**src/rtl/cbk_pkg.sv**
```systemverilog
package cbk_pkg;
  localparam int unsigned COEF_W = 24;
  localparam int unsigned RES_W  = 16;
  localparam int unsigned TEST_W = 8;
  localparam int unsigned SEL_W  = 3;
  localparam int unsigned CMD_W  = SEL_W + 1;
  localparam int unsigned LEN_W  = $clog2(COEF_W + 1);

  localparam logic [SEL_W-1:0] SEL_RES  = 3'b011;
  localparam logic [SEL_W-1:0] SEL_TEST = 3'b100;
  localparam logic [SEL_W-1:0] SEL_ZS   = 3'b110;
  localparam logic [SEL_W-1:0] SEL_FS   = 3'b111;

  localparam logic [COEF_W-1:0] ZS_INIT = 24'h1F4000;
  localparam logic [COEF_W-1:0] FS_INIT = 24'h5761AB;

  function automatic logic [LEN_W-1:0] word_len(input logic [SEL_W-1:0] sel);
    case (sel)
      SEL_RES:        word_len = LEN_W'(RES_W);
      SEL_ZS, SEL_FS: word_len = LEN_W'(COEF_W);
      default:        word_len = LEN_W'(TEST_W);
    endcase
  endfunction

  function automatic logic is_coef(input logic [SEL_W-1:0] sel);
    is_coef = (sel == SEL_ZS) || (sel == SEL_FS);
  endfunction
endpackage

```
**src/rtl/cbk_serial_port.sv**
```systemverilog
module cbk_serial_port
  import cbk_pkg::*;
#(
  parameter int unsigned SH_W  = COEF_W,
  localparam int unsigned CNT_W = $clog2(SH_W + 1)
) (
  input  logic              clk,
  input  logic              rst,
  input  logic              frm,
  input  logic              bit_stb,
  input  logic              sdi,
  output logic              sdo,
  input  logic [SH_W-1:0]   rd_word,
  output logic              cmd_hit,
  output logic [SEL_W-1:0]  cmd_sel,
  output logic              wr_stb,
  output logic [SEL_W-1:0]  wr_sel,
  output logic [SH_W-1:0]   wr_word
);
  logic              in_data_q, rd_q, wr_stb_q;
  logic [SEL_W-1:0]  cmd_sh_q, sel_q, wr_sel_q;
  logic [CNT_W-1:0]  cnt_q, len_q, len_n;
  logic [SH_W-1:0]   sh_q, wr_word_q;
  logic [CMD_W-1:0]  cmd_n;
  logic              step, last_bit;

  assign step     = frm & bit_stb;
  assign cmd_n    = {cmd_sh_q, sdi};
  assign len_n    = CNT_W'(word_len(cmd_n[SEL_W-1:0]));
  assign cmd_hit  = step & ~in_data_q & (cnt_q == CNT_W'(CMD_W - 1));
  assign cmd_sel  = cmd_n[SEL_W-1:0];
  assign last_bit = step & in_data_q & (cnt_q == len_q - CNT_W'(1));

  always_ff @(posedge clk) begin
    if (rst) begin
      in_data_q <= 1'b0;
      rd_q      <= 1'b0;
      cnt_q     <= '0;
      len_q     <= '0;
      cmd_sh_q  <= '0;
      sel_q     <= '0;
      sh_q      <= '0;
      wr_stb_q  <= 1'b0;
      wr_sel_q  <= '0;
      wr_word_q <= '0;
    end else if (!frm) begin
      in_data_q <= 1'b0;
      cnt_q     <= '0;
      wr_stb_q  <= 1'b0;
    end else begin
      wr_stb_q <= 1'b0;
      if (step) begin
        if (!in_data_q) begin
          cmd_sh_q <= cmd_n[SEL_W-1:0];
          if (cmd_hit) begin
            in_data_q <= 1'b1;
            cnt_q     <= '0;
            rd_q      <= cmd_n[CMD_W-1];
            sel_q     <= cmd_n[SEL_W-1:0];
            len_q     <= len_n;
            sh_q      <= cmd_n[CMD_W-1] ? (rd_word << (CNT_W'(SH_W) - len_n)) : '0;
          end else begin
            cnt_q <= cnt_q + CNT_W'(1);
          end
        end else begin
          sh_q <= {sh_q[SH_W-2:0], sdi};
          if (last_bit) begin
            in_data_q <= 1'b0;
            cnt_q     <= '0;
            wr_stb_q  <= ~rd_q;
            wr_sel_q  <= sel_q;
            wr_word_q <= {sh_q[SH_W-2:0], sdi};
          end else begin
            cnt_q <= cnt_q + CNT_W'(1);
          end
        end
      end
    end
  end

  assign sdo     = in_data_q & rd_q & sh_q[SH_W-1];
  assign wr_stb  = wr_stb_q;
  assign wr_sel  = wr_sel_q;
  assign wr_word = wr_word_q;

  a_r1_abort_idle: assert property (@(posedge clk) disable iff (rst)
    !frm |=> (!in_data_q && cnt_q == '0));
  a_r2_count_bound: assert property (@(posedge clk) disable iff (rst)
    in_data_q |-> (cnt_q < len_q));
  a_r10_sdo_quiet: assert property (@(posedge clk) disable iff (rst)
    !frm |=> !sdo);
  a_r6_commit_whole: assert property (@(posedge clk) disable iff (rst)
    wr_stb_q |-> ($past(in_data_q) && !in_data_q));
endmodule

```
**src/rtl/cbk_coef_store.sv**
```systemverilog
module cbk_coef_store
  import cbk_pkg::*;
#(
  parameter int unsigned NCH = 2,
  parameter int unsigned W   = COEF_W,
  localparam int unsigned CH_W = (NCH > 1) ? $clog2(NCH) : 1
) (
  input  logic            clk,
  input  logic            rst,
  input  logic [CH_W-1:0] act_ch,
  input  logic [CH_W-1:0] wr_ch,
  input  logic            we_zs,
  input  logic            we_fs,
  input  logic [W-1:0]    wdata,
  output logic [W-1:0]    rd_zs,
  output logic [W-1:0]    rd_fs,
  output logic [W-1:0]    zs_act,
  output logic [W-1:0]    fs_act
);
  logic [W-1:0] zs_mem [NCH];
  logic [W-1:0] fs_mem [NCH];

  for (genvar i = 0; i < NCH; i++) begin : g_ch
    always_ff @(posedge clk) begin
      if (rst) begin
        zs_mem[i] <= W'(ZS_INIT);
        fs_mem[i] <= W'(FS_INIT);
      end else begin
        if (we_zs && wr_ch == CH_W'(i)) zs_mem[i] <= wdata;
        if (we_fs && wr_ch == CH_W'(i)) fs_mem[i] <= wdata;
      end
    end

    a_r6_zs_hold: assert property (@(posedge clk) disable iff (rst)
      !(we_zs && wr_ch == CH_W'(i)) |=> $stable(zs_mem[i]));
    a_r6_fs_hold: assert property (@(posedge clk) disable iff (rst)
      !(we_fs && wr_ch == CH_W'(i)) |=> $stable(fs_mem[i]));
  end

  assign rd_zs = zs_mem[act_ch];
  assign rd_fs = fs_mem[act_ch];

  always_ff @(posedge clk) begin
    if (rst) begin
      zs_act <= W'(ZS_INIT);
      fs_act <= W'(FS_INIT);
    end else begin
      zs_act <= zs_mem[act_ch];
      fs_act <= fs_mem[act_ch];
    end
  end
endmodule

```
**src/rtl/cal_coef_bank.sv**
```systemverilog
module cal_coef_bank
  import cbk_pkg::*;
#(
  parameter int unsigned NCH = 2,
  localparam int unsigned CH_W = (NCH > 1) ? $clog2(NCH) : 1
) (
  input  logic              clk,
  input  logic              rst,
  input  logic              frm,
  input  logic              bit_stb,
  input  logic              sdi,
  output logic              sdo,
  input  logic [CH_W-1:0]   ch_sel,
  input  logic              sync_hold,
  input  logic              cal_busy,
  input  logic              conv_done,
  input  logic [RES_W-1:0]  conv_data,
  output logic [COEF_W-1:0] zs_coef,
  output logic [COEF_W-1:0] fs_coef,
  output logic              res_bad,
  output logic              wr_err
);
  logic              cmd_hit, wr_stb;
  logic [SEL_W-1:0]  cmd_sel, wr_sel;
  logic [COEF_W-1:0] rd_word, wr_word, rd_zs, rd_fs;
  logic [RES_W-1:0]  res_q;
  logic [TEST_W-1:0] test_q;
  logic [CH_W-1:0]   acc_ch_q;
  logic              bad_q, err_q;
  logic              coef_cmd, wr_coef, we_zs, we_fs;

  cbk_serial_port #(.SH_W(COEF_W)) port_i (
    .clk(clk), .rst(rst), .frm(frm), .bit_stb(bit_stb), .sdi(sdi), .sdo(sdo),
    .rd_word(rd_word), .cmd_hit(cmd_hit), .cmd_sel(cmd_sel),
    .wr_stb(wr_stb), .wr_sel(wr_sel), .wr_word(wr_word)
  );

  cbk_coef_store #(.NCH(NCH), .W(COEF_W)) store_i (
    .clk(clk), .rst(rst), .act_ch(ch_sel), .wr_ch(acc_ch_q),
    .we_zs(we_zs), .we_fs(we_fs), .wdata(wr_word),
    .rd_zs(rd_zs), .rd_fs(rd_fs), .zs_act(zs_coef), .fs_act(fs_coef)
  );

  always_comb begin
    case (cmd_sel)
      SEL_RES:  rd_word = COEF_W'(res_q);
      SEL_TEST: rd_word = COEF_W'(test_q);
      SEL_ZS:   rd_word = rd_zs;
      SEL_FS:   rd_word = rd_fs;
      default:  rd_word = '0;
    endcase
  end

  assign coef_cmd = cmd_hit & is_coef(cmd_sel);
  assign wr_coef  = wr_stb & is_coef(wr_sel);
  assign we_zs    = wr_coef & ~cal_busy & (wr_sel == SEL_ZS);
  assign we_fs    = wr_coef & ~cal_busy & (wr_sel == SEL_FS);

  always_ff @(posedge clk) begin
    if (rst) begin
      res_q    <= '0;
      test_q   <= '0;
      acc_ch_q <= '0;
      bad_q    <= 1'b0;
      err_q    <= 1'b0;
    end else begin
      if (conv_done) res_q <= conv_data;
      if (wr_stb && wr_sel == SEL_TEST) test_q <= wr_word[TEST_W-1:0];
      if (cmd_hit) acc_ch_q <= ch_sel;
      if (coef_cmd && !sync_hold) bad_q <= 1'b1;
      else if (conv_done)         bad_q <= 1'b0;
      if (wr_coef && cal_busy) err_q <= 1'b1;
    end
  end

  assign res_bad = bad_q;
  assign wr_err  = err_q;

  a_r3_result_discard: assert property (@(posedge clk) disable iff (rst)
    (wr_stb && wr_sel == SEL_RES && !conv_done) |=> $stable(res_q));
  a_r8_reject_flag: assert property (@(posedge clk) disable iff (rst)
    (wr_coef && cal_busy) |=> wr_err);
  a_r8_sticky: assert property (@(posedge clk) disable iff (rst)
    wr_err |=> wr_err);
  a_r9_taint_set: assert property (@(posedge clk) disable iff (rst)
    (coef_cmd && !sync_hold) |=> res_bad);
  a_r9_taint_clear: assert property (@(posedge clk) disable iff (rst)
    (conv_done && !coef_cmd) |=> !res_bad);
endmodule

```
**config.mk**
```make
export PLATFORM = sky130hd
export DESIGN_NAME = cal_coef_bank
export DESIGN_NICKNAME = d
export VERILOG_FILES = /design/src/rtl/cbk_pkg.sv /design/src/rtl/cbk_serial_port.sv /design/src/rtl/cbk_coef_store.sv /design/src/rtl/cal_coef_bank.sv
export SDC_FILE = /design/constraint.sdc
export NUM_CORES = 1
export LEC_CHECK = 0
export ABC_CLOCK_PERIOD_IN_PS = 3400
export BUFFER_PORTS_ARGS = -buffer_cell sky130_fd_sc_hd__buf_4
export CAP_MARGIN = 20
export CELL_PAD_IN_SITES_DETAIL_PLACEMENT = 0
export CELL_PAD_IN_SITES_GLOBAL_PLACEMENT = 1
export CORE_ASPECT_RATIO = 2
export CORE_UTILIZATION = 35
export CTS_CLUSTER_DIAMETER = 150
export DETAILED_ROUTE_END_ITERATION = 12
export PLACE_DENSITY = 0.72
export SYNTH_ARGS = -nofsm -noshare
export SYNTH_HDL_FRONTEND = slang
export SYNTH_SLANG_ARGS = --single-unit
```
**constraint.sdc**
```tcl
create_clock -name clk -period 3.4 [get_ports clk]
set_clock_uncertainty 0.15 [all_clocks]
set_input_delay 0.34 -clock clk [delete_from_list [all_inputs] [get_ports clk]]
set_output_delay 0.34 -clock clk [all_outputs]
set_load 0.01 [all_outputs]
```
==> results of run 1 <==
[through the flow]
| stage | hold slack, ps | util [%] | setup WS [ps] |
|---|---|---|---|
| after floorplan | 267 | - | 160 |
| after global placement | 292 | 39.4 | 616 |
| final | 43.6 | 42.6 | 753 |
| after detailed placement | 294 | 39.4 | 608 |
| after global routing | 55.2 | 42.6 | 628 |
| after CTS | 29.6 | 42.6 | 584 |
[worst reg2reg max path: stages, from the launching register on]
cell	delay (ps)
dfxtp_1	370
ha_1	220
nor4b_2	350
nand2_1	490
a2111oi_1	850
nor4_1	90
[routing by layer]
metal  routed length (um)  GRT usage [%]  part of all wire [%]
met4                 1710           12.5                   5.9
met3                 1360           2.34                   4.7
met5                   13              0                 0.045
met1                10700           22.5                    37
met2                15100           36.9                    52
[power by group]
part / total [uW] / internal (uW) / switching, uW
logic: 321 / 128 / 194
registers: 3060 / 3030 / 33.0
clock network: 2440 / 1320 / 1120
[sequential cells by signal, summed over array words and instances (netlist names), 2 cells and up]
register	flops
port_i.sel_q	3
port_i.sh_q	24
port_i.wr_sel	3
store_i.fs_mem	48
port_i.cmd_sh_q	3
store_i.zs_mem	48
res_q	16
port_i.cnt_q	5
port_i.len_q	2
port_i.wr_word	24
store_i.zs_act	24
store_i.fs_act	24
test_q	8
[repair_timing]
item	CTS	global route
hold buffers	18	0
resized for setup	0	0
hold endpoints to repair	18	0
[placed cells by master, fill, tap and decap left out, drive strengths merged, types with 10 or more instances in the layout]
| master | instances |
|---|---|
| mux2 | 12 |
| clkbuf | 25 |
| mux2i | 80 |
| nand2 | 65 |
| o21ai | 31 |
| nor3 | 10 |
| nor2 | 106 |
| buf | 101 |
| nand2b | 18 |
| dfxtp | 142 |
| or3 | 37 |
| dlygate4sd3 | 18 |
| a211oi | 12 |
| a21oi | 39 |
| and2 | 70 |
| clkinv | 11 |
| a221oi | 10 |
| edfxtp | 96 |
[how the worst max path moves through the flow]
stage / to / slack (ps) / depth (start not counted)
2_1_floorplan: store_i.fs_mem[0][0]$_SDFFCE_PN1P_ / 160 / 3
3_3_place_gp: port_i.sh_q[20]$_SDFFE_PP0P_ / 620 / 6
3_5_place_dp: port_i.sh_q[20]$_SDFFE_PP0P_ / 610 / 5
4_1_cts: port_i.sh_q[20]$_SDFFE_PP0P_ / 580 / 5
5_1_grt: port_i.sh_q[20]$_SDFFE_PP0P_ / 630 / 5
6_report: port_i.sh_q[20]$_SDFFE_PP0P_ / 750 / 5
[cell type report]
type	count	area (um^2)	share of cell area, %
clock buffer	25	583	5.06
clock inverter	15	121	1.05
inverter	4	15.0	0.130
multi-input combinational	566	3690	32.0
sequential	238	5730	49.7
tap	348	435	3.78
timing repair buffer	119	951	8.25
[logic make-up (layout without fill, tap and decap cells)]
kind of cell	Yosys count	count (layout)	share of synthesized area, %
buf+inv	62	163	3.30
fa+ha+maj	1	1	0.129
xor+xnor	5	5	0.453
mux	92	92	9.72
flops	238	238	59.3
compound gates	140	140	9.91
simple gates	328	328	17.2
==> results.sh, run 1 <==
export IMPL_max_freq_mhz=378
export IMPL_core_um2=27000
export IMPL_cap_violations=0
export IMPL_worstPathCellList="ha_1 -> nor4b_2 -> nand2_1 -> a2111oi_1 -> nor4_1"
export IMPL_grt_use_total_pct=20.4
export IMPL_synth_edf_count=96
export IMPL_cts_max_level=1
export IMPL_syn_nets=892
export IMPL_synth_common_cells="142 x dfxtp_1, 105 x nor2_1, 96 x edfxtp_1"
export IMPL_wl_per_cell_um=22.0
export IMPL_vdd_ir_drop_worst_uv=274
export IMPL_synth_top_cell_area_share_pct=29.8
export IMPL_yosysMostFrequentCell="dfxtp_1"
export IMPL_numCtsBuffers=22
export IMPL_dp_hpwl_um=19400
export IMPL_cp_num_buf_inv=0
export IMPL_yosys_area_top_type="edfxtp_1"
export IMPL_syn_to_final_growth_pct=19.2
export IMPL_path_delay_family="simple AND/OR/NAND/NOR gates"
export IMPL_maxSlewHeadroom_pct=33.2
export IMPL_diodes=0
export IMPL_p_leak_uw=0.00441
export IMPL_die_h_um=237
export IMPL_fp_row_count=85
export IMPL_synth_seq_cells=238
export IMPL_routed_wirelength_um=28900
export IMPL_status="finished clean"
export IMPL_holdPathEnd="port_i.wr_word[1]$_SDFFE_PP0P_"
export IMPL_clk_latency_ps=520
export IMPL_fin_crit_ps=2650
export IMPL_p_per_area_nw_per_um2=506
export IMPL_drv_slew=0
export IMPL_drc=0
export IMPL_worstSetupPathType="reg2reg"
export IMPL_cts_root_buf="clkbuf_16"
export IMPL_rsz0062_at_grt="false"
export IMPL_placed_area_um2=10600
export IMPL_cts_tree="yes"
export IMPL_reg2reg_to="port_i.sh_q[20]$_SDFFE_PP0P_"
export IMPL_gp_congestion=0.960
export IMPL_tns_ps=0
export IMPL_path_max_fanout=18
export IMPL_overflow=0
export IMPL_synthesis_area_um2=9660
export IMPL_r2r_cells=5
export IMPL_setup_viol=0
export IMPL_cp_slowest_cell="a2111oi_1"
export IMPL_drt_iter0_drc=466
export IMPL_worstPathRequired_ps=3630
export IMPL_vias_per_cell=5.29
export IMPL_critPathArrivalTime_ps=2870
export IMPL_nNetsFinal=977
export IMPL_r2r_slack_ps=750
export IMPL_worstMarginPinSlew_ps=997
export IMPL_grt_pass1_wl_um=43000
export IMPL_io_pins=76
export IMPL_stdcell_area_um2=11500
export IMPL_synth_seq_area_share_pct=59.3
export IMPL_yosys_most_used_dff="dfxtp_1"
export IMPL_synth_cell_types=63
export IMPL_first_pass_iters=5
export IMPL_antenna_found_initial=1
export IMPL_postRouteAntennaNets=0
export IMPL_synth_area_leaders="edfxtp_1 30%, dfxtp_1 29%, mux2i_1 8.3%, and2_1 4.5%, nor2_1 4.1%"
export IMPL_cts_sinks=238
export IMPL_clk_pin_slew_ps=70
export IMPL_grt_pass1_vias=6964
export IMPL_hp_start="rst"
export IMPL_netlist_instances=866
export IMPL_startpoint_type="flip-flop"
export IMPL_initial_core_util_pct=35.8
export IMPL_dieArea_um2=28300
export IMPL_port_buffers=75
export IMPL_period_share_pct=77.8
export IMPL_synthArstFlopShare_pct=0
export IMPL_min_path_cells=2
export IMPL_grt_max_degree=66
export IMPL_final_fill_count=2647
export IMPL_r2r_start="port_i.cnt_q[0]$_SDFFE_PP0N_"
export IMPL_hold_path_class="in2reg"
export IMPL_end_kind="flip-flop"
export IMPL_crit_start="port_i.cnt_q[0]$_SDFFE_PP0N_"
export IMPL_postCtsSetupBuffers=0
export IMPL_die_width_um=119
export IMPL_max_stage_delay_ps=850
export IMPL_clockBufferDepth=3
export IMPL_final_layout_size_suffix_gt1_share_pct=16.6
export IMPL_yosysWarnings=0
export IMPL_dp_cells=1257
export IMPL_total_power_uw=5830
export IMPL_finalNonFillerCells=1315
export IMPL_vias=6951
export IMPL_finalHoldViolCount=0
export IMPL_avgSynthCellArea_um2=11.2
Note: power is estimated with default switching activity, not from simulation.
==> run 2, diff against run 1 <==
- ABC_CLOCK_PERIOD_IN_PS: 3400 -> 2450
- PLACE_DENSITY: 0.72 -> 0.7
- clock period: 3.4 -> 2.45 ns (I/O delays scaled with it)
==> run 2 against run 1 <==
Combinational power grew 48%; final area grew 2.8%; fmax grew 18%; count of clock-buffer cells in the layout grew 3; first-iteration DRC count shrank 16%; via count grew 0.95%; register-to-register slack lost 550 ps; critical path depth grew 1; global-route usage shrank 0.52 points; hold slack lost 38 ps; critical endpoint is now port_i.sh_q[22]$_SDFFE_PP0P_; highest routed layer is now met4.
==> results.sh, run 2 (same netlist as run 1, synthesis figures left out) <==
export IMPL_status="finished clean"
export IMPL_cts_root_buf="clkbuf_16"
export IMPL_die_width_um=119
export IMPL_first_pass_iters=5
export IMPL_cts_max_level=1
export IMPL_maxSlewHeadroom_pct=27.7
export IMPL_r2r_cells=6
export IMPL_numCtsBuffers=22
export IMPL_vias=7017
export IMPL_port_buffers=75
export IMPL_core_um2=27000
export IMPL_multi_input_area_um2=3680
export IMPL_reg2reg_to="port_i.sh_q[22]$_SDFFE_PP0P_"
export IMPL_register_area_um2=5730
export IMPL_clockBufferDepth=3
export IMPL_period_share_pct=91.9
export IMPL_routed_wirelength_um=28300
export IMPL_clk_pin_slew_ps=70
export IMPL_grt_use_total_pct=19.9
export IMPL_final_cell_mix="142 x dfxtp_1, 127 x buf_4, 105 x nor2_1, 96 x edfxtp_1, 80 x mux2i_1"
export IMPL_path_max_fanout=12
export IMPL_max_freq_mhz=444
export IMPL_dieArea_um2=28300
export IMPL_min_path_cells=3
export IMPL_dp_hpwl_um=20000
export IMPL_holdPathEnd="wr_err$_SDFFE_PP0P_"
export IMPL_final_fill_count=2613
export IMPL_fin_crit_ps=2250
export IMPL_worstSetupPathType="reg2reg"
export IMPL_nNetsFinal=1012
export IMPL_grt_max_degree=46
export IMPL_r2r_slack_ps=200
export IMPL_antenna_found_initial=0
export IMPL_hold_path_class="in2reg"
export IMPL_gp_congestion=0.882
export IMPL_final_layout_size_suffix_gt1_share_pct=19.2
export IMPL_cts_sinks=238
export IMPL_setup_viol=0
export IMPL_cts_tree="yes"
export IMPL_cap_violations=0
export IMPL_postCtsSetupBuffers=0
export IMPL_die_h_um=237
export IMPL_grt_pass1_wl_um=42200
export IMPL_clk_latency_ps=520
export IMPL_layout_commonest_cell="dfxtp_1"
export IMPL_r2r_start="port_i.cnt_q[0]$_SDFFE_PP0N_"
export IMPL_drv_slew=0
export IMPL_drt_iter0_drc=390
export IMPL_fp_row_count=85
export IMPL_initial_core_util_pct=35.8
export IMPL_worstPathRequired_ps=2680
export IMPL_cts_resized=0
export IMPL_drc=0
export IMPL_diodes=0
export IMPL_grt_pass1_vias=7165
export IMPL_vias_per_cell=5.20
export IMPL_critPathArrivalTime_ps=2480
export IMPL_finalHoldViolCount=0
export IMPL_p_leak_uw=0.00460
export IMPL_utilization_pct=43.8
export IMPL_rsz0062_at_grt="false"
export IMPL_hp_start="cal_busy"
export IMPL_overflow=0
export IMPL_hold_slack_ps=6.10
export IMPL_worstMarginPinSlew_ps=1080
export IMPL_vdd_ir_drop_worst_uv=394
export IMPL_io_pins=76
export IMPL_wl_per_cell_um=20.9
export IMPL_top_regs="store_i.fs_mem (48), store_i.zs_mem (48)"
export IMPL_end_kind="flip-flop"
export IMPL_p_per_area_nw_per_um2=683
export IMPL_startpoint_type="flip-flop"
export IMPL_postRouteAntennaNets=0
export IMPL_syn_to_final_growth_pct=22.6
export IMPL_cts_hold_buf=20
-- run 2: cell count changes in the layout (fill, tap and decap cells not counted), sizes merged --
cell,delta
clkinv,-2
dlygate4sd3,+2
buf,+33
clkbuf,+3
clkinvlp,-1
-- run 2: report_power, final --
part           switching, uW  internal [uW]  leakage, uW
sequential              41.2           4210      0.00205
combinational            272            202      0.00222
clock                   1510           1860     0.000328
total                   1830           6270      0.00460
-- run 2: cell type report --
type / instances / share of cell area [%]
timing repair buffer: 154 / 10.9
clock inverter: 12 / 0.761
inverter: 4 / 0.127
tap: 348 / 3.68
sequential: 238 / 48.3
clock buffer: 28 / 5.10
multi-input combinational: 566 / 31.1
-- run 2: how the worst max path moves through the flow --
| stage | to | start |
|---|---|---|
| 6_report | port_i.sh_q[22]$_SDFFE_PP0P_ | port_i.cnt_q[0]$_SDFFE_PP0N_ |
| 5_1_grt | port_i.sh_q[20]$_SDFFE_PP0P_ | port_i.cnt_q[0]$_SDFFE_PP0N_ |
| 4_1_cts | store_i.fs_mem[1][18]$_SDFFCE_PN1P_ | port_i.wr_sel[2]$_SDFFE_PP0P_ |
| 3_5_place_dp | port_i.sh_q[23]$_SDFFE_PP0P_ | ch_sel |
| 3_3_place_gp | port_i.sh_q[7]$_SDFFE_PP0P_ | ch_sel |
| 2_1_floorplan | store_i.zs_mem[0][0]$_SDFFCE_PN0P_ | port_i.wr_sel[1]$_SDFFE_PP0P_ |
-- run 2: per-stage QoR --
| step | setup TNS, ps | worst slack (ps) | instances | power [uW] | area (um^2) |
|---|---|---|---|---|---|
| finish | 0 | 200 | 1350 | 8090 | 11800 |
| global placement | 0 | 121 | 1289 | 4790 | 10900 |
| floorplan | -3850 | -72.0 | 866 | 4560 | 9690 |
| global route | 0 | 54.4 | 1350 | 8340 | 11800 |
| CTS | 0 | 146 | 1349 | 8180 | 11800 |
| detailed placement | 0 | 114 | 1289 | 4790 | 10900 |
-- run 2: routing by layer --
| layer | global-route usage (%) | up-vias | wire length (um) |
|---|---|---|---|
| met5 | 0 | - | 0 |
| met4 | 10.3 | 0 | 1350 |
| met3 | 2.29 | 76 | 1210 |
| met2 | 36.8 | 233 | 15000 |
| met1 | 22.0 | 3379 | 10700 |
| li1 | - | 3329 | - |
-- run 2: critical path: stages, from the launching register on --
cell and delay, ps:
dfxtp_1 370, ha_1 220, nor4b_2 400, nand2_1 280, buf_4 250, a2111oi_0 370, nor4_1 80
